$ cat config.mk
export PLATFORM = sky130hd
export DESIGN_NAME = feat_trap_resolve
export DESIGN_NICKNAME = d
export VERILOG_FILES = /design/src/rtl/feat_trap_pkg.sv /design/src/rtl/feat_trap_resolve.sv
export SDC_FILE = /design/constraint.sdc
export NUM_CORES = 1
export LEC_CHECK = 0
export BUFFER_PORTS_ARGS = -buffer_cell sky130_fd_sc_hd__clkbuf_2
export CORE_AREA = 2 2 39 41
export DETAILED_ROUTE_END_ITERATION = 12
export DIE_AREA = 0 0 41 43
export GPL_ROUTABILITY_DRIVEN = 0
export PLACE_DENSITY = 0.48
export SLEW_MARGIN = 25
export SYNTH_ARGS = -nofsm -noshare
export SYNTH_HDL_FRONTEND = slang
export SYNTH_SLANG_ARGS = --single-unit
$ cat constraint.sdc
create_clock -name vclk -period 1.1
set_input_delay 0.055 -clock vclk [all_inputs]
set_output_delay 0.055 -clock vclk [all_outputs]
set_load 0.01 [all_outputs]
$ cat src/rtl/feat_trap_pkg.sv
package feat_trap_pkg;
  localparam int REG_W   = 64;
  localparam int OVL_BIT = 29;
  localparam int TRC_BIT = 28;
  localparam int MAT_LO  = 24;
  localparam int FP_LO   = 20;
  localparam int VEC_LO  = 16;
  localparam int N_FLD   = 3;   // 0 matrix, 1 vector, 2 simd/fp
  localparam int FLD_MAT = 0;
  localparam int FLD_VEC = 1;
  localparam int FLD_FP  = 2;

  localparam logic [2:0] CLS_TRACE   = 3'd0;
  localparam logic [2:0] CLS_MATRIX  = 3'd1;
  localparam logic [2:0] CLS_VEC     = 3'd2;
  localparam logic [2:0] CLS_VEC_STR = 3'd3;
  localparam logic [2:0] CLS_FPSIMD  = 3'd4;
  localparam logic [2:0] CLS_OVERLAY = 3'd5;

  localparam logic [5:0] EC_SYSREG = 6'h18;
  localparam logic [5:0] EC_VEC    = 6'h19;
  localparam logic [5:0] EC_MAT    = 6'h1D;
  localparam logic [5:0] EC_FP_EL1 = 6'h07;
  localparam logic [5:0] EC_FP_EL2 = 6'h00;

  typedef struct packed {
    logic       trap;
    logic [1:0] tgt;
    logic [5:0] ec;
  } verdict_t;
endpackage

$ cat src/rtl/feat_trap_resolve.sv
module feat_trap_resolve
  import feat_trap_pkg::*;
(
  input  logic             trc_bit_i,
  input  logic             ovl_bit_i,
  input  logic [N_FLD-1:0] fld_trap_i,
  input  logic [1:0]       el_i,
  input  logic             hyp_en_i,
  input  logic             tge_i,
  input  logic             host_i,
  input  logic [2:0]       cls_i,
  output verdict_t         v_o
);
  logic       to_el2;
  logic       active;
  logic       hit;
  logic [5:0] ec;
  logic [5:0] fp_ec;

  assign to_el2 = hyp_en_i & tge_i;
  assign active = ~el_i[1] & ~(host_i & tge_i);
  assign fp_ec  = to_el2 ? EC_FP_EL2 : EC_FP_EL1;

  always_comb begin
    hit = 1'b0;
    ec  = '0;
    unique case (cls_i)
      CLS_TRACE: begin
        hit = trc_bit_i;
        ec  = EC_SYSREG;
      end
      CLS_OVERLAY: begin
        hit = (el_i == 2'd0) & ~ovl_bit_i;
        ec  = EC_SYSREG;
      end
      CLS_MATRIX, CLS_VEC_STR: begin
        if (fld_trap_i[FLD_MAT]) begin
          hit = 1'b1; ec = EC_MAT;
        end else if (fld_trap_i[FLD_FP]) begin
          hit = 1'b1; ec = fp_ec;
        end
      end
      CLS_VEC: begin
        if (fld_trap_i[FLD_VEC]) begin
          hit = 1'b1; ec = EC_VEC;
        end else if (fld_trap_i[FLD_FP]) begin
          hit = 1'b1; ec = fp_ec;
        end
      end
      CLS_FPSIMD: begin
        hit = fld_trap_i[FLD_FP];
        ec  = fp_ec;
      end
      default: begin
        hit = 1'b0;
        ec  = '0;
      end
    endcase

    if (active && hit) begin
      v_o.trap = 1'b1;
      v_o.tgt  = to_el2 ? 2'd2 : 2'd1;
      v_o.ec   = ec;
    end else begin
      v_o = '0;
    end
  end
endmodule

Word-level counts from Yosys, hierarchy flattened:

Cells that the tools add are included.

* register bits after elaboration: 0
* output and inout port bits: 9
* word-level logic and storage cells: 28

* eq/ne operators: 5
* mux-type cells: 11
* bitwise operators: 7
* reduce and logical (&&, ||, !) cells: 5

Operator list (number)
* $pmux 6 s4: 1
* $mux 9: 1
* $eq 3x2->1 const B: 2
* $eq 3x3->1 const B: 2
* $mux 3: 2
* $mux 6: 1
* $mux 5: 1
* $pmux 1 s5: 1
* $and 1x1->1: 4
* $reduce_or 2->1: 2
* $eq 3x1->1 const B: 1
* $logic_not 3->1: 1
* $mux 1: 3
* $not 1->1: 3
* $logic_not 2->1: 1
* $mux 2: 1
* $logic_and 1x1->1: 1

Depth between registers and ports, before layout:

Gate-level depths: netlist (run 1).

* word-level depth: 6
* mapped depth: 6
* depth with buffers taken out: 4

Least setup slack after synthesis (run 1):

OpenSTA, ideal clock, no wires.

* path kind: input to output
* start: in el_i[0]
* end: out v_o[4] in the netlist's numbering
* arrival time: 1156 ps
* path slack: -111 ps
* stages: 5
* path buffers: 1
* cells stage by stage: o21a_1 -> o21ai_0 -> o2111ai_4 -> nor3_2 -> buf_4

RTL lines
* start: declaration: RTL line feat_trap_resolve.sv:7 `input logic [1:0] el_i,`
* end: declaration: RTL line feat_trap_resolve.sv:12 `output verdict_t v_o`

==> results of run 1 <==
-- cell type report --
class | count | area, sq um
Fill cell | 143 | 843
Inverter | 2 | 7.51
Multi-Input combinational cell | 32 | 274
Tap cell | 16 | 20.0
Timing Repair Buffer | 30 | 239
-- power by group --
group | leakage [nW] | total, W | switching [W] | internal [W]
combinational | 0.249 | 0.000198 | 0.0000918 | 0.000106
clock | 0 | 0 | 0 | 0
sequential | 0 | 0 | 0 | 0
-- metal layers --
metal	part of all wire	wire [um]	vias up	global-route usage
met5	0	0	-	0
met4	0	0	0	0
met3	0.083	72	0	0
met2	0.53	457	16	0.188
met1	0.39	334	166	0.121
li1	-	-	189	-
-- critical path, delay by kind of cell --
family | cells | cell delay, ns
AO/OA/AOI/OAI | 4 | 0.81
buffers and inverters | 2 | 0.25
-- stage by stage --
step                      instance area [sq um]  TNS (ns)  cells   util
final                                       541    -0.254     80  0.391
after detailed placement                    429    -0.772     79  0.310
after CTS                                   515    -0.315     80  0.373
after floorplan                             270         0     37      -
after global placement                      429    -0.653     79  0.310
after global routing                        541    -0.575     80  0.391
-- layout by cell type (no fill, tap or decap) --
cell       netlist  routed
nand2b_4         0       1
o21ai_0          3       2
or2_4            0       1
or3_4            0       1
nand3b_1         1       1
a221oi_4         1       1
a21oi_2          0       1
nor2b_1          1       1
buf_4            2       9
nor2_1           4       3
o2111ai_4        1       1
nor2_4           0       2
buf_6            1       1
o31a_2           1       1
o21a_1           1       1
clkbuf_16        0       2
clkbuf_2         0      11
nand2b_1         2       1
o21ai_2          0       2
nand4b_1         1       1
inv_1            2       2
buf_2            0       5
a21oi_1          5       4
nand2_1          3       3
nor3_4           0       1
a221oi_2         1       1
nand3_1          1       1
conb_1           1       1
buf_8            0       2
-- repair_timing --
action | 4_1_cts | 5_1_grt
gates resized for setup | 13 | 12
hold endpoints to repair | 0 | 0
pin swaps | 4 | 4
hold buffers | 0 | 0
endpoints found under the setup margin | 8 | 8
gates cloned | 0 | 0
setup buffers | 1 | 0
-- worst paths after layout --
path	endpoint	from	cells after the start
worst max-delay path	v_o[1]	el_i[0]	6
worst min-delay path	v_o[6]	tge_i	3
-- cell families after synthesis --
group / share of synthesized area
AOI/OAI and AO/OA: 0.493
buffers and inverters: 0.128
and+or+nand+nor: 0.365
other: 0.0142
==> results by group, run 1 <==
Final layout
  • Antenna cells: 0
  • Storage cell area: 0 sq um
  • Area growth syn-to-layout: 105%
  • Seq Cell Count: 0
  • Layout net count: 79
  • Layout cell share with drive strength beyond 1: 0.672
  • CLK BUF: 0

Synth
  • Commonest cells in the netlist: a21oi_1, nor2_1, nand2_1, o21ai_0
  • Synth Instances: 37
  • Leading area contributor after synthesis: a221oi_4
  • Synth unique cells: 23
  • Largest cells by area after synthesis: a221oi_4, o2111ai_4, a21oi_1, o21ai_0, a221oi_2
  • Count leader, synth: a21oi_1
  • Post-Syn Area per Cell: 7.14 sq um
  • Register area share after synthesis: 0
  • Syn_nets: 50
  • Synthesized cell area: 264 sq um
  • Warnings from Yosys: 0
  • Yosys top cell area share: 0.0995

Global route
  • Initial antenna violation count: 0
  • GRT overflow: 0
  • First-pass GRT wire length: 1.28 mm
  • Total GRT Usage: 0.0980
  • Largest net degree at the start of global routing: 8
  • Vias in the first global route: 324

Placed design
  • Worst slack, placed: -0.119 ns
  • IO Port Bufs: 21
  • Final HPWL DP: 713 um

Worst setup path
  • Cell Chain, Critical Path: clkbuf_2, o21a_1, o21ai_2, o2111ai_4, a221oi_2, buf_2
  • Crit Path Max Fanout: 7
  • WP data required: 1.04 ns
  • Setup CP Type: in2out
  • Setup crit start kind: input port
  • Crit path DAT: 1.11 ns
  • Slowest stage delay, CP: 0.23 ns
  • Critical Path Sink Type: output port
  • Critical path's slowest cell: o2111ai_4

STA
  • Max Fclk: 855 MHz
  • RSZ-0062 raised after global routing: true
  • Final hold viol count: 0
  • Period utilisation layout: 1.06
  • Hold WS: 0.370 ns
  • Min Tclk post-route: 1.17 ns
  • Max-slew violation count: 0
  • Fin worst setup slack: -0.0693 ns
  • Final Setup Violations: 8

Detailed routing
  • WL/cell: 10.8 um
  • Number of vias per cell: 4.64
  • # DRC: 0
  • DR pass1 iterations: 4
  • ANT nets after route: 0
  • Routed wire length: 864 um
  • First DRT Iteration DRCs: 3
  • Via count: 371

Outcome
  • Failing checks: setup timing
  • Status: complete, but fails checks

Power and ir drop
  • Maximum vdd drop: 0.000112 V
  • Design Power: 0.000198 W
  • Power per cell area: 367 nW/um^2
  • Lkg Pwr: 0.249 nW

Floorplan
  • Row cnt: 14
  • CORE AREA: 1380 sq um
  • Io pins: 22
  • Die height: 43 um
  • Die outline width: 41 um
  • Initial Util: 0.191
  • Die area: 1760 sq um

Run
  • Max Cap Viol: 0

Worst hold path
  • Hold Crit Class: in2out
No activity file was read; power rests on OpenSTA's default activity.
==> run 2: changes to the inputs <==
--- a/config.mk
+++ b/config.mk
@@ -11,6 +11,7 @@
 export DIE_AREA = 0 0 41 43
 export GPL_ROUTABILITY_DRIVEN = 0
 export PLACE_DENSITY = 0.48
+export REMOVE_ABC_BUFFERS = 1
 export SLEW_MARGIN = 25
 export SYNTH_ARGS = -nofsm -noshare
 export SYNTH_HDL_FRONTEND = slang
==> run 2 against run 1 <==
  * The flow still finishes with violations (setup timing)
  * Sequential share of layout area is the same
  * Final cell count grew 2.5%
  * Total power shrank 7.9%
  * Fmax grew 1.4%
  * Critical path type unchanged
  * Largest power group unchanged
==> results by group, run 2 (synthesized netlist as in run 1, its figures left out) <==
Outcome
  • Status: complete, but fails checks
  • Failing checks: setup timing

Power and ir drop
  • Cell internal pwr: 0.0000995 W
  • Lkg Pwr: 0.244 nW
  • Sequential share of power: 0
  • Clock Power Share: 0
  • Maximum vdd drop: 0.000124 V
  • Combinational power share: 1.000
  • Power per cell area: 359 nW/um^2
  • Sw Pwr: 0.0000830 W
  • Switch share: 0.455

Final layout
  • Antenna cells: 0
  • Storage cell area: 0 sq um
  • Most frequent cells in the layout: clkbuf_2, buf_4, a21oi_1
  • Seq Cell Count: 0
  • Layout cell share with drive strength beyond 1: 0.636
  • Commonest non-fill, non-tap cell in the layout: clkbuf_2
  • Layout Cells excl Fill: 82
  • Fillers: 163
  • CLK BUF: 0
  • Layout net count: 81
  • Area growth syn-to-layout: 92.4%

Placed design
  • IO Port Bufs: 21
  • DP Cell Count: 82
  • Final HPWL DP: 715 um
  • Worst slack, placed: -0.143 ns

Worst hold path
  • Hold Crit Depth: 4
  • Hold endpoint: v_o[6]
  • Hold path start: hyp_en_i
  • Hold Crit Class: in2out

Floorplan
  • Initial Util: 0.191
  • CORE AREA: 1380 sq um
  • Io pins: 22
  • Die area: 1760 sq um
  • Die height: 43 um
  • Die outline width: 41 um
  • Row cnt: 14

STA
  • Final hold viol count: 0
  • Min Tclk post-route: 1.15 ns
  • Fin worst setup slack: -0.0532 ns
  • RSZ-0062 raised after global routing: true
  • Hold WS: 0.484 ns
  • Final Setup Violations: 6
  • Period utilisation layout: 1.05
  • Max Fclk: 867 MHz
  • Max-slew violation count: 0

Clock tree
  • Hold_buf cts: 0
  • Setup bufs post-CTS: 0

Worst setup path
  • Setup CP Type: in2out
  • WP data required: 1.04 ns
  • Crit path DAT: 1.10 ns
  • Cell Chain, Critical Path: clkbuf_16, nand2b_1, or3_2, a21oi_1, clkbuf_2
  • Setup crit start kind: input port
  • Critical Path Sink Type: output port
  • Critical path's slowest cell: or3_2
  • Slowest stage delay, CP: 0.45 ns
  • Crit Path Max Fanout: 5

Detailed routing
  • WL/cell: 9.89 um
  • Number of vias per cell: 4.54
  • ANT nets after route: 0
  • First DRT Iteration DRCs: 2
  • DR pass1 iterations: 5
  • Via count: 372
  • Routed wire length: 811 um
  • # DRC: 0

Global route
  • GRT overflow: 0
  • First-pass GRT wire length: 1.28 mm
  • Total GRT Usage: 0.0969
  • Largest net degree at the start of global routing: 8
  • Vias in the first global route: 324
  • Initial antenna violation count: 0

Run
  • Max Cap Viol: 0
==> run 2: cell count changes in the layout (fill, tap and decap cells not counted), sizes merged <==
cell	before	now
clkbuf	13	18
buf	17	14
==> run 2: layer usage <==
layer | GRT usage | part of all wire | vias up
met4 | 0 | 0 | 0
met3 | 0 | 0.081 | 0
met2 | 0.159 | 0.49 | 18
met1 | 0.146 | 0.42 | 163
met5 | 0 | 0 | -
li1 | - | - | 191
==> run 2: how the worst max path moves through the flow <==
stage	startpoint	to	slack, ns	depth (start not counted)
after floorplan	el_i[0]	v_o[3]	-0.02	4
after global placement	cls_i[0]	v_o[3]	-0.13	6
after detailed placement	cls_i[0]	v_o[3]	-0.14	6
after CTS	el_i[0]	v_o[1]	-0.08	7
after global routing	el_i[0]	v_o[1]	-0.15	7
final	cls_i[0]	v_o[0]	-0.05	5
==> run 2: what timing repair did <==
action | CTS | global route
cloned | 0 | 0
pin swaps | 4 | 0
gates resized for setup | 10 | 3
setup endpoints to repair | 8 | 8
==> run 2: power groups by stage <==
stage	registers (W)	clock network [W]	logic (W)
2_1_floorplan	0	0	0.0000679
3_3_place_gp	0	0	0.000160
3_5_place_dp	0	0	0.000162
4_1_cts	0	0	0.000184
5_1_grt	0	0	0.000198
6_report	0	0	0.000183
==> run 2: metrics by stage <==
| stage | total power (W) | util | instance area, sq um | TNS, ns |
|---|---|---|---|---|
| after floorplan | 0.0000679 | - | 238 | -0.0404 |
| after global placement | 0.000160 | 0.322 | 445 | -0.748 |
| after detailed placement | 0.000162 | 0.322 | 445 | -0.890 |
| after CTS | 0.000184 | 0.367 | 508 | -0.215 |
| after global routing | 0.000198 | 0.367 | 508 | -0.731 |
| final | 0.000183 | 0.367 | 508 | -0.154 |
==> run 2: critical path, delay by kind of cell <==
kind	cells	cell delay, ns
AO/OA/AOI/OAI	1	0.15
buffers and inverters	2	0.28
AND/OR/NAND/NOR	2	0.62
==> run 2: area by class of cell <==
cell class / count / area, sq um / share of cell area
inverter: 2 / 7.51 / 0.0148
timing repair buffer: 32 / 236 / 0.466
multi-input combinational: 32 / 244 / 0.480
tap: 16 / 20.0 / 0.0394
==> run 3: changes to the inputs <==
--- a/config.mk
+++ b/config.mk
@@ -10,7 +10,6 @@
 export DETAILED_ROUTE_END_ITERATION = 12
 export DIE_AREA = 0 0 41 43
 export GPL_ROUTABILITY_DRIVEN = 0
-export PLACE_DENSITY = 0.48
 export REMOVE_ABC_BUFFERS = 1
 export SLEW_MARGIN = 25
 export SYNTH_ARGS = -nofsm -noshare
==> run 3 against run 2 <==
  * First-iteration DRC count is 100% lower
  * Highest routed layer unchanged
  * Setup slack worse by 0.0062 ns
  * Die area stayed put
  * Final cell count is 1.2% lower
  * Sequential share of layout area stayed put
  * Via count is 2.2% lower
  * Largest power group unchanged
  * Fmax is 0.54% lower
  * Global-route usage is 0.30 points lower
  * Critical path depth stayed put
  * The flow still finishes with violations (setup timing)
  * Hold slack worse by 0.10 ns
  * Clock-buffer cell count stayed put
  * Critical path type unchanged
==> results by group, run 3 (synthesized netlist as in run 1, its figures left out) <==
Final layout
  • Most frequent cells in the layout: clkbuf_2, buf_4, a21oi_1, buf_2
  • Storage cell area: 0 sq um
  • CLK BUF: 0
  • Commonest non-fill, non-tap cell in the layout: clkbuf_2
  • Seq Cell Count: 0
  • Layout net count: 80
  • Antenna cells: 0
  • Final core area utilization: 0.369
  • Layout cell share with drive strength beyond 1: 0.646
  • Area growth syn-to-layout: 93.4%

STA
  • Hold WS: 0.382 ns
  • Min Tclk post-route: 1.16 ns
  • Period utilisation layout: 1.05
  • Setup TNS: -0.0942 ns
  • Max Fclk: 862 MHz
  • Max-slew violation count: 0
  • Fin worst setup slack: -0.0594 ns
  • RSZ-0062 raised after global routing: true
  • Final Setup Violations: 2
  • Final hold viol count: 0

Power and ir drop
  • Design Power: 0.000182 W
  • Power per cell area: 356 nW/um^2
  • Lkg Pwr: 0.244 nW
  • Maximum vdd drop: 0.000138 V

Worst setup path
  • Bufs and invs on worst path: 2
  • Cell Chain, Critical Path: clkbuf_16, nand2b_1, or3_2, a21oi_1, clkbuf_2
  • Crit path DAT: 1.10 ns
  • Critical Path Sink Type: output port
  • Critical path's slowest cell: or3_2
  • Setup CP Type: in2out
  • Worst Setup SP: cls_i[0]
  • Slowest stage delay, CP: 0.45 ns
  • WP data required: 1.04 ns
  • Critical Path Stages: 5
  • Crit-path leading delay family: simple AND/OR/NAND/NOR gates
  • Setup crit start kind: input port
  • Crit Path Max Fanout: 6

Floorplan
  • Die outline width: 41 um
  • Initial Util: 0.191
  • Row cnt: 14
  • Die area: 1760 sq um
  • Io pins: 22
  • Die height: 43 um
  • CORE AREA: 1380 sq um

Worst hold path
  • Hold Crit Depth: 3
  • Hold path start: tge_i
  • Hold Crit Class: in2out

Detailed routing
  • First DRT Iteration DRCs: 0
  • DR pass1 iterations: 1
  • # DRC: 0
  • Number of vias per cell: 4.49
  • Met3 WL: 53 um
  • Met2 WL: 353 um
  • Met1 wire length: 322 um
  • WL/cell: 9.01 um
  • Via count: 364
  • Top layer in use: met3
  • ANT nets after route: 0
  • Routed wire length: 730 um

Global route
  • First-pass GRT wire length: 1.25 mm
  • Total GRT Usage: 0.0939
  • Initial antenna violation count: 0
  • Vias in the first global route: 335
  • Largest net degree at the start of global routing: 8
  • GRT overflow: 0

Outcome
  • Failing checks: setup timing
  • Status: complete, but fails checks

Placed design
  • Final HPWL DP: 675 um
  • IO Port Bufs: 21
  • Worst slack, placed: -0.154 ns

Run
  • Max Cap Viol: 0

Clock tree
  • Hold_buf cts: 0
run 3: changes by cell type in the layout (fill, tap and decap cells not counted), sizes merged:
cell,change
clkbuf,-4
buf,+3
run 3: through the flow:
stage          instances  cell area [sq um]
2_1_floorplan         34                238
3_3_place_gp          80                430
3_5_place_dp          80                430
4_1_cts               80                485
5_1_grt               81                510
6_report              81                510
run 3: cell type report:
class              instances  area, sq um
well taps                 16         20.0
multi-input cells         32          251
fillers                  148          873
repair buffers            31          231
inverters                  2         7.51
run 3: path summary, 6_finish.rpt:
kind                  endpoint  slack, ns
worst min-delay path    v_o[6]       0.38
worst max-delay path    v_o[0]      -0.06
run 3: worst min-delay path: cells and delay by family:
kind / cells / cell delay [ns]
buf+inv: 2 / 0.21
compound gates: 1 / 0.06
run 3: what timing repair did:
| item | 4_1_cts | 5_1_grt |
|---|---|---|
| buffers inserted | 0 | 1 |
| setup endpoints to repair | 8 | 8 |
| pin swaps | 4 | 3 |
| resized for setup | 11 | 11 |
run 3: power breakdown:
part	internal (W)	total (W)	switching, W
registers	0	0	0
clock network	0	0	0
logic	0.000100	0.000182	0.0000814
run 3: routing by layer:
layer / track usage / vias to the layer above
met5: 0 / -
met4: 0 / 0
met3: 0 / 0
met2: 0.175 / 13
met1: 0.120 / 162
li1: - / 189
